**src/rtl/irq_presenter_pkg.sv**
```systemverilog
// Shared definitions for the interrupt presenter.
// Assumes a 2-bit opcode field on the command port.
package irq_presenter_pkg;
    typedef enum logic [1:0] {
        OP_ACCEPT   = 2'd0,
        OP_SET_CPPR = 2'd1,
        OP_SET_MFRR = 2'd2,
        OP_EOI      = 2'd3
    } ipc_op_e;
endpackage

```
**src/rtl/ipc_cmd_unit.sv**
```systemverilog
// Next-state logic for the four processor commands.
// Purely combinational; assumes at most one command per cycle.
// Produces a raw reject candidate (unfiltered) and a resend request.
module ipc_cmd_unit
    import irq_presenter_pkg::*;
#(
    parameter int PRIO_W  = 8,
    parameter int SRC_W   = 24,
    parameter int IPI_SRC = 2,
    localparam int WORD_W = PRIO_W + SRC_W
) (
    input  logic              cmd_valid,
    input  ipc_op_e           cmd_op,
    input  logic [WORD_W-1:0] cmd_data,
    input  logic              src_active,
    input  logic [PRIO_W-1:0] cur_thr,
    input  logic [PRIO_W-1:0] cur_req,
    input  logic [SRC_W-1:0]  cur_src,
    input  logic [PRIO_W-1:0] cur_pri,
    input  logic              cur_flag,
    output logic [PRIO_W-1:0] nxt_thr,
    output logic [PRIO_W-1:0] nxt_req,
    output logic [SRC_W-1:0]  nxt_src,
    output logic [PRIO_W-1:0] nxt_pri,
    output logic              nxt_flag,
    output logic [SRC_W-1:0]  rej_src,
    output logic              resend_req,
    output logic              rsp_req,
    output logic [WORD_W-1:0] rsp_word
);
    localparam logic [PRIO_W-1:0] NONE_PRI = '1;
    localparam logic [SRC_W-1:0]  IPI_ID   = SRC_W'(IPI_SRC);

    logic [PRIO_W-1:0] low_val;
    logic [PRIO_W-1:0] lower_to;
    logic              lower_go;
    logic [SRC_W-1:0]  eoi_src;

    assign low_val = cmd_data[PRIO_W-1:0];
    assign eoi_src = cmd_data[SRC_W-1:0];

    // Evaluate the command against the current state.
    always_comb begin
        nxt_thr    = cur_thr;
        nxt_req    = cur_req;
        nxt_src    = cur_src;
        nxt_pri    = cur_pri;
        nxt_flag   = cur_flag;
        rej_src    = '0;
        resend_req = 1'b0;
        rsp_req    = 1'b0;
        rsp_word   = {cur_thr, cur_src};
        lower_go   = 1'b0;
        lower_to   = cur_thr;
        if (cmd_valid) begin
            case (cmd_op)
                OP_ACCEPT: begin
                    rsp_req = 1'b1;
                    if (cur_src != '0) begin
                        nxt_thr = cur_pri;
                        nxt_pri = NONE_PRI;
                        nxt_src = '0;
                    end
                end
                OP_SET_CPPR: begin
                    if (low_val > cur_thr) begin
                        lower_go = 1'b1;
                        lower_to = low_val;
                    end else if (low_val < cur_thr) begin
                        nxt_thr = low_val;
                        if (low_val <= cur_pri) begin
                            rej_src = cur_src;
                            nxt_src = '0;
                            nxt_pri = NONE_PRI;
                        end
                    end
                end
                OP_SET_MFRR: begin
                    nxt_req = low_val;
                    if (low_val < cur_thr && low_val <= cur_pri) begin
                        rej_src = cur_src;
                        nxt_pri = low_val;
                        nxt_src = IPI_ID;
                    end
                    if (low_val > cur_req && low_val > cur_thr) begin
                        resend_req = cur_flag;
                        nxt_flag   = 1'b0;
                    end
                end
                default: begin
                    lower_go = 1'b1;
                    lower_to = cmd_data[WORD_W-1:SRC_W];
                    if (eoi_src != IPI_ID && src_active)
                        rej_src = eoi_src;
                end
            endcase
            if (lower_go) begin
                nxt_thr = lower_to;
                if (cur_req < lower_to && cur_req <= cur_pri) begin
                    nxt_pri = cur_req;
                    nxt_src = IPI_ID;
                end
                resend_req = cur_flag;
                nxt_flag   = 1'b0;
            end
        end
    end
endmodule

```
**src/rtl/ipc_offer_unit.sv**
```systemverilog
// Decides whether an external offer replaces the pending source.
// Combinational; assumes offered source numbers are nonzero.
// An offer colliding with a command is always declined.
module ipc_offer_unit #(
    parameter int PRIO_W = 8,
    parameter int SRC_W  = 24
) (
    input  logic              offer_valid,
    input  logic              busy,
    input  logic [SRC_W-1:0]  offer_src,
    input  logic [PRIO_W-1:0] offer_pri,
    input  logic [PRIO_W-1:0] in_thr,
    input  logic [SRC_W-1:0]  in_src,
    input  logic [PRIO_W-1:0] in_pri,
    input  logic              in_flag,
    output logic [SRC_W-1:0]  nxt_src,
    output logic [PRIO_W-1:0] nxt_pri,
    output logic              nxt_flag,
    output logic [SRC_W-1:0]  rej_src
);
    // Take or decline the offer.
    always_comb begin
        nxt_src  = in_src;
        nxt_pri  = in_pri;
        nxt_flag = in_flag;
        rej_src  = '0;
        if (offer_valid) begin
            if (!busy && offer_pri < in_thr && offer_pri < in_pri) begin
                rej_src = in_src;
                nxt_src = offer_src;
                nxt_pri = offer_pri;
            end else begin
                nxt_flag = 1'b1;
            end
        end
    end
endmodule

```
**src/rtl/ipc_report.sv**
```systemverilog
// Registers the response word and the reject/resend strobes.
// Drops rejects of source 0 and of the IPI number.
module ipc_report #(
    parameter int SRC_W   = 24,
    parameter int WORD_W  = 32,
    parameter int IPI_SRC = 2
) (
    input  logic              clk,
    input  logic              rst_n,
    input  logic [SRC_W-1:0]  rej_in,
    input  logic              resend_in,
    input  logic              rsp_in,
    input  logic [WORD_W-1:0] rsp_word_in,
    output logic              rsp_valid,
    output logic [WORD_W-1:0] rsp_data,
    output logic              reject_valid,
    output logic [SRC_W-1:0]  reject_src,
    output logic              resend_valid
);
    localparam logic [SRC_W-1:0] IPI_ID = SRC_W'(IPI_SRC);

    logic rej_ok;
    assign rej_ok = (rej_in != '0) && (rej_in != IPI_ID);

    // One-cycle strobes and response capture.
    always_ff @(posedge clk) begin
        if (!rst_n) begin
            rsp_valid    <= 1'b0;
            rsp_data     <= '0;
            reject_valid <= 1'b0;
            reject_src   <= '0;
            resend_valid <= 1'b0;
        end else begin
            rsp_valid    <= rsp_in;
            rsp_data     <= rsp_in ? rsp_word_in : '0;
            reject_valid <= rej_ok;
            reject_src   <= rej_ok ? rej_in : '0;
            resend_valid <= resend_in;
        end
    end
endmodule

```
**src/rtl/irq_presenter.sv**
```systemverilog
// Per-processor interrupt presenter: threshold, IPI request priority,
// one pending source with priority, and a declined-offer flag.
// Commands take precedence over offers in the same cycle.
module irq_presenter
    import irq_presenter_pkg::*;
#(
    parameter int PRIO_W  = 8,
    parameter int SRC_W   = 24,
    parameter int IPI_SRC = 2,
    localparam int WORD_W = PRIO_W + SRC_W
) (
    input  logic              clk,
    input  logic              rst_n,
    input  logic              cmd_valid,
    input  logic [1:0]        cmd_op,
    input  logic [WORD_W-1:0] cmd_data,
    input  logic              eoi_src_active,
    input  logic              offer_valid,
    input  logic [SRC_W-1:0]  offer_src,
    input  logic [PRIO_W-1:0] offer_prio,
    output logic              irq_out,
    output logic              rsp_valid,
    output logic [WORD_W-1:0] rsp_data,
    output logic              reject_valid,
    output logic [SRC_W-1:0]  reject_src,
    output logic              resend_valid
);
    localparam logic [PRIO_W-1:0] NONE_PRI = '1;

    logic [PRIO_W-1:0] thr_q, req_q, pri_q;
    logic [SRC_W-1:0]  src_q;
    logic              flag_q;

    logic [PRIO_W-1:0] c_thr, c_req, c_pri, o_pri;
    logic [SRC_W-1:0]  c_src, o_src, c_rej, o_rej;
    logic              c_flag, o_flag, c_resend, c_rsp;
    logic [WORD_W-1:0] c_word;

    ipc_cmd_unit #(.PRIO_W(PRIO_W), .SRC_W(SRC_W), .IPI_SRC(IPI_SRC)) cmd_u (
        .cmd_valid (cmd_valid),
        .cmd_op    (ipc_op_e'(cmd_op)),
        .cmd_data  (cmd_data),
        .src_active(eoi_src_active),
        .cur_thr   (thr_q),
        .cur_req   (req_q),
        .cur_src   (src_q),
        .cur_pri   (pri_q),
        .cur_flag  (flag_q),
        .nxt_thr   (c_thr),
        .nxt_req   (c_req),
        .nxt_src   (c_src),
        .nxt_pri   (c_pri),
        .nxt_flag  (c_flag),
        .rej_src   (c_rej),
        .resend_req(c_resend),
        .rsp_req   (c_rsp),
        .rsp_word  (c_word)
    );

    ipc_offer_unit #(.PRIO_W(PRIO_W), .SRC_W(SRC_W)) offer_u (
        .offer_valid(offer_valid),
        .busy       (cmd_valid),
        .offer_src  (offer_src),
        .offer_pri  (offer_prio),
        .in_thr     (c_thr),
        .in_src     (c_src),
        .in_pri     (c_pri),
        .in_flag    (c_flag),
        .nxt_src    (o_src),
        .nxt_pri    (o_pri),
        .nxt_flag   (o_flag),
        .rej_src    (o_rej)
    );

    // Presenter state registers.
    always_ff @(posedge clk) begin
        if (!rst_n) begin
            thr_q  <= '0;
            req_q  <= NONE_PRI;
            src_q  <= '0;
            pri_q  <= NONE_PRI;
            flag_q <= 1'b0;
        end else begin
            thr_q  <= c_thr;
            req_q  <= c_req;
            src_q  <= o_src;
            pri_q  <= o_pri;
            flag_q <= o_flag;
        end
    end

    // Interrupt line follows the stored state.
    assign irq_out = (src_q != '0) && (pri_q < thr_q);

    ipc_report #(.SRC_W(SRC_W), .WORD_W(WORD_W), .IPI_SRC(IPI_SRC)) rpt_u (
        .clk         (clk),
        .rst_n       (rst_n),
        .rej_in      (cmd_valid ? c_rej : o_rej),
        .resend_in   (c_resend),
        .rsp_in      (c_rsp),
        .rsp_word_in (c_word),
        .rsp_valid   (rsp_valid),
        .rsp_data    (rsp_data),
        .reject_valid(reject_valid),
        .reject_src  (reject_src),
        .resend_valid(resend_valid)
    );
endmodule

```
**config.mk**
```make
export PLATFORM = sky130hd
export DESIGN_NAME = irq_presenter
export DESIGN_NICKNAME = d
export VERILOG_FILES = /design/src/rtl/irq_presenter_pkg.sv /design/src/rtl/ipc_cmd_unit.sv /design/src/rtl/ipc_offer_unit.sv /design/src/rtl/ipc_report.sv /design/src/rtl/irq_presenter.sv
export SDC_FILE = /design/constraint.sdc
export NUM_CORES = 1
export LEC_CHECK = 0
export BUFFER_PORTS_ARGS = -buffer_cell sky130_fd_sc_hd__buf_2
export CAP_MARGIN = 20
export CORE_MARGIN = 8
export CORE_UTILIZATION = 52
export DETAILED_ROUTE_END_ITERATION = 16
export GPL_ROUTABILITY_DRIVEN = 0
export MAX_ROUTING_LAYER = met4
export PLACE_DENSITY = 0.78
export REMOVE_ABC_BUFFERS = 1
export SLEW_MARGIN = 20
export SYNTH_ARGS = -nofsm -noshare
export SYNTH_HDL_FRONTEND = slang
export SYNTH_HIERARCHICAL = 1
export SYNTH_SLANG_ARGS = --single-unit
```
**constraint.sdc**
```tcl
create_clock -name clk -period 6.9 [get_ports clk]
set_input_delay 1.035 -clock clk [delete_from_list [all_inputs] [get_ports clk]]
set_output_delay 1.035 -clock clk [all_outputs]
set_load 0.005 [all_outputs]
```
==> impl_metrics.py, run 1 <==
metrics = {
    "worst_setup_path": {
        "crit_fanout": 21,
        "crit_path_end_kind": "flip-flop",
        "path_delay_family": "compound AO/OA/AOI/OAI gates",
        "crit_buf_inv": 6,
        "cp.arrival_ns": 6.90,
        "path_class": "input pin to flip-flop",
        "cp-start-kind": "input pin",
        "cpPeakStageDelay_ns": 0.44,
        "crit_required_ns": 7.15,
        "critPathSlowestCell": "a2111oi_1",
    },
    "place": {
        "port_buffers": 130,
        "place_area_mm2": 0.00829,
        "placedCellCount": 1153,
        "dp_hpwl_um": 16400,
        "dpl_worst_slack_ns": -0.204,
    },
    "finish": {
        "fin_util_pct": 60.3,
        "layout-drive-gt1-share_pct": 29.3,
        "antenna_cells": 0,
        "final_net_count": 1112,
        "syn2layout_area_growth_pct": 15.3,
        "fillers": 1270,
        "final_cell_area_mm2": 0.00863,
        "stdcell_count": 1170,
    },
    "floorplan": {
        "coreArea_mm2": 0.0143,
        "ios": 131,
        "dieArea_mm2": 0.0185,
        "die_y_um": 136,
        "floorplan.initialDensity_pct": 52.3,
        "rows": 44,
        "die_w_um": 136,
    },
    "logic_synthesis": {
        "synth_edf_count": 0,
        "avgSynthCellArea_um2": 8.65,
        "yosys_warnings": 6,
        "async_flop_share_pct": 0,
        "synth_flop_cell": "dfxtp_1",
        "ys_types": 73,
        "synth_top_area_share_pct": 28.9,
        "synth_area_leaders": "dfxtp_1, ha_1, mux2_2",
        "ys_seq_area_share_pct": 28.9,
        "syn_area_mm2": 0.00749,
        "synth_top_area_cell": "dfxtp_1",
        "synth_cells": 866,
        "ys_ff_latch": 108,
    },
    "min_path": {
        "hold_path.class": "flip-flop to flip-flop",
    },
    "routing": {
        "ant_nets": 0,
        "drtIter0Drc": 558,
        "drcViolationCount": 0,
        "drt_first_pass_iters": 5,
        "vias_per_cell": 5.71,
        "wirelength_um": 21500,
        "vias": 6677,
        "wl_per_cell_um": 18.4,
    },
    "sta": {
        "fin_skew_ns": 0.00626,
        "maxSlewHeadroom_pct": 36.3,
        "setup_violations": 0,
        "hold_ws_ns": 0.554,
        "fmax_ghz": 0.150,
        "rsz0062_at_grt": "no",
        "final_max_slew_viol_count": 0,
        "tightest_slew_ns": 0.955,
        "period_needed_ns": 6.65,
        "period_share_pct": 96.4,
        "finalHoldViolCount": 0,
        "setup_ws_ns": 0.250,
        "tns_ns": 0,
    },
    "power_and_ir_drop": {
        "peakVddDrop_mv": 0.123,
        "p_total_mw": 1.67,
        "powerDensity_mw_per_mm2": 194,
        "power.leakage_nw": 4.15,
    },
    "clock_tree": {
        "cts_sinks": 108,
        "cts_buffers": 9,
        "clock-root-buffer": "clkbuf_16",
        "clockBufferDepth": 2,
        "clock_latency_ns": 0.36,
        "h-tree-depth": 3,
        "hold_buffers": 0,
        "clkTransAtPathRegs_ns": 0.08,
        "cts_tree": "built",
    },
    "global_route": {
        "grt_max_degree": 109,
        "grtUsageTotal_pct": 23.9,
        "grt_pass1_vias": 6619,
        "antenna_found_initial": 0,
        "grt_pass1_wl_um": 34100,
        "overflow": 0,
    },
    "status": {
        "status": "finished clean",
    },
    "run": {
        "drv_cap": 0,
    },
}
[report_power, final]
group / switching (mW) / total (mW) / internal, mW / leakage, nW
registers: 0.0348 / 0.681 / 0.647 / 0.875
clock network: 0.249 / 0.498 / 0.250 / 0.135
logic: 0.265 / 0.492 / 0.228 / 3.14
total: 0.548 / 1.67 / 1.12 / 4.15
[logic make-up after synthesis]
family / share of synthesized area, %
simple gates: 25.2
mux: 10.4
flops: 28.9
compound gates: 14.9
buf+inv: 10.6
fa+ha+maj: 10.0
[path summary, 6_finish.rpt]
| check | start | endpoint | slack (ns) | depth (start not counted) |
|---|---|---|---|---|
| min reg2reg | flag_q | rpt_u/resend_valid | 0.55 | 2 |
| max reg2reg | thr_q[3] | rpt_u/reject_valid | 0.46 | 28 |
| min | flag_q | rpt_u/resend_valid | 0.55 | 2 |
| max | cmd_data[1] | rpt_u/reject_valid | 0.25 | 29 |
[layout make-up]
type | instances | area, um2 | share of cell area, %
well taps | 184 | 230 | 2.67
clock inverters | 7 | 62.6 | 0.725
inverters | 73 | 274 | 3.17
repair buffers | 185 | 1100 | 12.7
multi-input cells | 604 | 4580 | 53.1
flip-flops and latches | 108 | 2160 | 25.0
clock buffers | 9 | 225 | 2.61
[layer usage]
| metal | vias to the layer above | track usage (%) | share of wire (%) |
|---|---|---|---|
| li1 | 3232 | - | - |
| met1 | 3071 | 30.1 | 43 |
| met2 | 307 | 36.1 | 45 |
| met3 | 67 | 5.47 | 8.2 |
| met4 | 0 | 10.3 | 3.7 |
| met5 | - | - | 0 |
[registers in the layout, summed over array words and instances, names as in the netlist]
| name | count |
|---|---|
| rpt_u/rsp_data | 32 |
| rpt_u/reject_src | 24 |
| src_q | 24 |
| pri_q | 8 |
| req_q | 8 |
| thr_q | 8 |
| flag_q | 1 |
| rpt_u/reject_valid | 1 |
| rpt_u/resend_valid | 1 |
| rpt_u/rsp_valid | 1 |
[worst min-delay path: stages, from the launching register on]
cell,delay (ns)
dfxtp_1,0.32
and2_1,0.10
and2_1,0.11
[cells in the mapped netlist, types with 8 or more instances]
cell type  count
nor2b_1       35
and2_1        84
nor4_1        16
o21ai_0       25
nand3_1       13
nor2_1        47
a21o_1         8
nand4_1        8
mux2_4        10
buf_4         35
nand2_1       25
and3_1        33
mux2_2        49
a21oi_1       29
nand2b_1      21
ha_1          60
inv_1         73
dfxtp_1      108
clkbuf_1      31
a22oi_1       25
[cells in the final DEF, fill, tap and decap left out, types with 5 or more instances in the layout]
cell and n:
nand2_1 25, mux2_2 49, nor2_1 46, inv_1 73, buf_2 130, nor3_1 7, and2_1 84, dfxtp_1 108
o21ai_0 23, ha_1 60, nand3_1 13, o21a_1 7, nand2b_1 21, o22ai_1 6, clkbuf_16 9, buf_4 52
mux2_4 10, or3_1 5, nand4_1 8, and3_1 33, nor4_1 16, nor2b_1 35, a22oi_1 25, a21oi_1 27
a21o_1 8
[timing repair]
| item | 4_1_cts | 5_1_grt |
|---|---|---|
| gates resized for setup | 0 | 11 |
| endpoints found under the setup margin | 0 | 2 |
| setup buffers | 0 | 1 |
Note: power is estimated with default switching activity, not from simulation.
==> inputs of run 2 (changes only) <==
Settings changed: CORE_MARGIN 8 to unset.
==> impl_metrics.py, run 2 (same netlist as run 1, synthesis figures left out) <==
metrics = {
    "status": {
        "status": "finished clean",
    },
    "place": {
        "dp_hpwl_um": 15300,
        "place_area_mm2": 0.00824,
        "dpl_worst_slack_ns": -0.228,
        "port_buffers": 130,
    },
    "sta": {
        "rsz0062_at_grt": "no",
        "period_share_pct": 94.9,
        "setup_violations": 0,
        "setup_ws_ns": 0.355,
        "final_max_slew_viol_count": 0,
        "finalHoldViolCount": 0,
        "fmax_ghz": 0.153,
        "period_needed_ns": 6.54,
        "fin_skew_ns": 0.0114,
        "tightest_slew_ns": 1.04,
        "maxSlewHeadroom_pct": 30.7,
    },
    "floorplan": {
        "die_w_um": 122,
        "die_y_um": 122,
        "rows": 43,
        "floorplan.initialDensity_pct": 53.5,
        "coreArea_mm2": 0.0140,
        "dieArea_mm2": 0.0149,
        "ios": 131,
    },
    "routing": {
        "drt_first_pass_iters": 5,
        "wirelength_um": 21000,
        "vias": 6812,
        "drcViolationCount": 0,
        "wl_per_cell_um": 18.1,
        "vias_per_cell": 5.85,
        "ant_nets": 0,
        "drtIter0Drc": 641,
    },
    "global_route": {
        "grt_max_degree": 109,
        "grt_pass1_wl_um": 31900,
        "antenna_found_initial": 0,
        "overflow": 0,
        "grtUsageTotal_pct": 28.8,
        "grt_pass1_vias": 6220,
    },
    "finish": {
        "multi_input_comb_area_mm2": 0.00459,
        "top_register": "rpt_u/rsp_data",
        "layout-drive-gt1-share_pct": 29.0,
        "final_cell_area_mm2": 0.00861,
        "fillers": 1246,
        "final_net_count": 1111,
        "largest_reg_flops": 32,
        "layout_common_cells": "buf_2, dfxtp_1, and2_1, inv_1, ha_1",
        "layout_commonest_cell": "buf_2",
        "antenna_cells": 0,
        "seq_area_mm2": 0.00216,
        "top_regs": "rpt_u/rsp_data x32, rpt_u/reject_src x24, src_q x24",
        "syn2layout_area_growth_pct": 15.0,
    },
    "clock_tree": {
        "hold_buffers": 0,
        "cts_sinks": 108,
        "cts_tree": "built",
        "clkTransAtPathRegs_ns": 0.07,
        "clockBufferDepth": 2,
        "h-tree-depth": 3,
        "cts_buffers": 9,
        "clock_latency_ns": 0.36,
        "clock-root-buffer": "clkbuf_16",
    },
    "worst_setup_path": {
        "cpMostUsedCell": "buf_4",
        "cpPeakStageDelay_ns": 0.53,
        "crit_required_ns": 7.15,
        "reg2reg_from": "thr_q[3]",
        "cp.arrival_ns": 6.79,
        "worstRegToRegCells": 29,
        "crit_fanout": 8,
        "path_class": "input pin to flip-flop",
        "r2r_slack_ns": 0.61,
        "rr_endpoint": "rpt_u/reject_src[1]",
        "cp-start-kind": "input pin",
        "crit_path_end_kind": "flip-flop",
        "critPathSlowestCell": "or4_1",
    },
    "min_path": {
        "min_path_cells": 2,
        "hold_start": "flag_q",
        "hold_path.class": "flip-flop to flip-flop",
        "hold_end": "rpt_u/resend_valid",
    },
    "power_and_ir_drop": {
        "p_total_mw": 1.70,
        "peakVddDrop_mv": 0.139,
        "powerDensity_mw_per_mm2": 197,
        "power.leakage_nw": 4.14,
    },
    "run": {
        "drv_cap": 0,
    },
}
==> run 2: changes by cell type in the layout (fill, tap and decap cells not counted), sizes merged <==
cell and change:
clkbuf +2, clkinvlp -2, inv +1, buf -2, clkinv -2, nand3 +1
bufinv +1
==> run 2: how the worst max path moves through the flow <==
stage / from / endpoint / slack, ns / cells after the start
finish: cmd_data[1] / rpt_u/reject_src[1] / 0.36 / 30
global route: cmd_data[3] / rpt_u/reject_valid / 0.05 / 30
CTS: cmd_data[1] / rpt_u/reject_src[1] / 0.1 / 31
detailed placement: cmd_data[3] / rpt_u/reject_src[1] / -0.23 / 30
global placement: cmd_data[1] / rpt_u/reject_src[1] / -0.11 / 30
floorplan: cmd_data[1] / rpt_u/reject_src[1] / -0.61 / 26
==> run 2: final cells by class <==
class                           count  share of cell area [%]
Sequential cell                   108                    25.1
Clock buffer                       11                    2.70
Timing Repair Buffer              183                    12.3
Inverter                           73                    3.18
Multi-Input combinational cell    605                    53.3
Clock inverter                      5                   0.785
Tap cell                          180                    2.62
==> run 2: timing repair <==
| action | CTS | global route |
|---|---|---|
| resized for setup | 0 | 11 |
| setup buffers | 0 | 1 |
| setup endpoints to repair | 0 | 2 |
==> run 2: worst max-delay path, delay by kind of cell <==
| family | cells | cell delay (ns) |
|---|---|---|
| AND/OR/NAND/NOR | 11 | 2.30 |
| AO/OA/AOI/OAI | 9 | 1.50 |
| adder cells (fa/ha/maj) | 3 | 0.87 |
| buffers and inverters | 6 | 0.79 |
| multiplexers | 1 | 0.26 |
==> run 2: power by group <==
| part | internal (mW) | leakage (nW) | switching, mW |
|---|---|---|---|
| Combinational | 0.223 | 3.12 | 0.262 |
| Sequential | 0.647 | 0.875 | 0.0355 |
| Clock | 0.287 | 0.146 | 0.246 |
| Total | 1.16 | 4.14 | 0.544 |
==> run 2: metrics by stage <==
step	hold WS, ns	util [%]	TNS, ns	std cells
4_1_cts	0.568	61.1	0	1163
2_1_floorplan	0.521	-	-4.08	785
6_report	0.587	61.6	0	1165
3_5_place_dp	0.560	58.9	-0.455	1147
3_3_place_gp	0.540	58.9	-0.220	1147
5_1_grt	0.609	61.6	0	1165
==> run 2: layer usage <==
layer | part of all wire [%] | routed length, um | GRT usage, % | vias to the layer above
li1 | - | - | - | 3234
met1 | 44 | 9270 | 38.3 | 3172
met2 | 44 | 9320 | 41.7 | 334
met3 | 8.0 | 1670 | 5.52 | 72
met4 | 3.7 | 772 | 13.5 | 0
met5 | 0 | 0 | - | -
==> inputs of run 3 (changes only) <==
Settings changed: CORE_ASPECT_RATIO set to 0.5.
==> impl_metrics.py, run 3 (same netlist as run 1, synthesis figures left out) <==
metrics = {
    "status": {
        "status": "finished clean",
    },
    "clock_tree": {
        "clock-root-buffer": "clkbuf_16",
        "clock_latency_ns": 0.36,
        "cts_sinks": 108,
        "cts_setup_buffers": 0,
        "h-tree-depth": 3,
        "ctsResizeCount": 0,
        "clkTransAtPathRegs_ns": 0.08,
        "cts_tree": "built",
        "clockBufferDepth": 2,
        "hold_buffers": 0,
        "cts_buffers": 9,
    },
    "power_and_ir_drop": {
        "peakVddDrop_mv": 0.141,
        "powerDensity_mw_per_mm2": 196,
        "power.leakage_nw": 4.12,
    },
    "routing": {
        "wirelength_um": 20900,
        "vias": 6762,
        "drtIter0Drc": 688,
        "drt_first_pass_iters": 6,
        "vias_per_cell": 5.79,
        "wl_per_cell_um": 17.9,
        "ant_nets": 0,
        "drcViolationCount": 0,
    },
    "floorplan": {
        "die_w_um": 172,
        "rows": 30,
        "coreArea_mm2": 0.0138,
        "dieArea_mm2": 0.0149,
        "floorplan.initialDensity_pct": 54.2,
        "ios": 131,
        "die_y_um": 86.9,
    },
    "sta": {
        "fin_skew_ns": 0.0125,
        "tightest_slew_ns": 1.07,
        "setup_violations": 0,
        "finalHoldViolCount": 0,
        "hold_ws_ns": 0.566,
        "fmax_ghz": 0.150,
        "period_needed_ns": 6.66,
        "maxSlewHeadroom_pct": 28.5,
        "final_max_slew_viol_count": 0,
        "period_share_pct": 96.6,
    },
    "finish": {
        "final_net_count": 1102,
        "multi_input_comb_area_mm2": 0.00462,
        "top_regs": "rpt_u/rsp_data x32, rpt_u/reject_src x24, src_q x24",
        "antenna_cells": 0,
        "layout_common_cells": "buf_2, dfxtp_1, and2_1, inv_1, ha_1",
        "layout_commonest_cell": "buf_2",
        "fin_util_pct": 62.3,
        "seq_area_mm2": 0.00216,
        "fillers": 1187,
        "largest_reg_flops": 32,
        "layout-drive-gt1-share_pct": 29.1,
        "top_register": "rpt_u/rsp_data",
        "syn2layout_area_growth_pct": 14.9,
    },
    "place": {
        "dp_hpwl_um": 15400,
        "port_buffers": 130,
    },
    "worst_setup_path": {
        "cp-start-kind": "input pin",
        "critPathSlowestCell": "or3b_4",
        "cp.arrival_ns": 6.92,
        "cpPeakStageDelay_ns": 0.43,
        "path_class": "input pin to flip-flop",
        "cpMostUsedCell": "ha_1",
        "crit_path_end_kind": "flip-flop",
        "crit_fanout": 19,
        "crit_required_ns": 7.16,
    },
    "global_route": {
        "grt_pass1_vias": 6575,
        "grtUsageTotal_pct": 29.1,
        "overflow": 0,
        "antenna_found_initial": 0,
        "grt_max_degree": 109,
        "grt_pass1_wl_um": 32500,
    },
    "min_path": {
        "hold_path.class": "flip-flop to flip-flop",
    },
    "run": {
        "drv_cap": 0,
    },
}
## run 3: final timing paths
| check | cells past startpoint | slack (ns) | endpoint | startpoint |
|---|---|---|---|---|
| setup / recovery | 29 | 0.24 | rpt_u/reject_src[1] | cmd_data[3] |
| hold / removal | 2 | 0.57 | rpt_u/resend_valid | flag_q |
| setup reg to reg | 29 | 0.50 | rpt_u/reject_src[1] | thr_q[7] |
| hold reg to reg | 2 | 0.57 | rpt_u/resend_valid | flag_q |
## run 3: layer usage
metal	global-route usage [%]	routed length [um]
met3	7.27	2110
met1	36.1	8790
met2	45.5	9430
met5	-	0
met4	11.4	599
## run 3: worst max-delay path: cells and delay by family
kind / cells / cell delay, ns
buf+inv: 5 / 0.67
mux: 1 / 0.29
fa+ha+maj: 3 / 0.77
compound gates: 6 / 1.09
simple gates: 14 / 3.02
## run 3: final cells by class
class	count	area share (%)
Multi-Input combinational cell	604	53.7
Sequential cell	108	25.1
Timing Repair Buffer	175	11.8
Inverter	73	3.19
Tap cell	192	2.79
Clock buffer	9	2.62
Clock inverter	7	0.742
## run 3: stage by stage
| step | power [mW] | setup WS, ns | instances | cell area (um2) | TNS (ns) |
|---|---|---|---|---|---|
| floorplan | 0.973 | -0.605 | 785 | 6970 | -4.08 |
| global placement | 1.15 | -0.0788 | 1152 | 8230 | -0.157 |
| CTS | 1.67 | 0.111 | 1168 | 8520 | 0 |
| finish | 1.68 | 0.236 | 1168 | 8600 | 0 |
| detailed placement | 1.16 | -0.244 | 1152 | 8230 | -0.477 |
| global route | 1.77 | -0.0875 | 1168 | 8600 | -0.164 |
## run 3: power breakdown
group          switching (mW)  leakage, nW  internal [mW]  total, mW
clock network           0.255        0.142          0.255      0.510
logic                   0.269         3.10          0.225      0.494
registers              0.0341        0.875          0.646      0.681
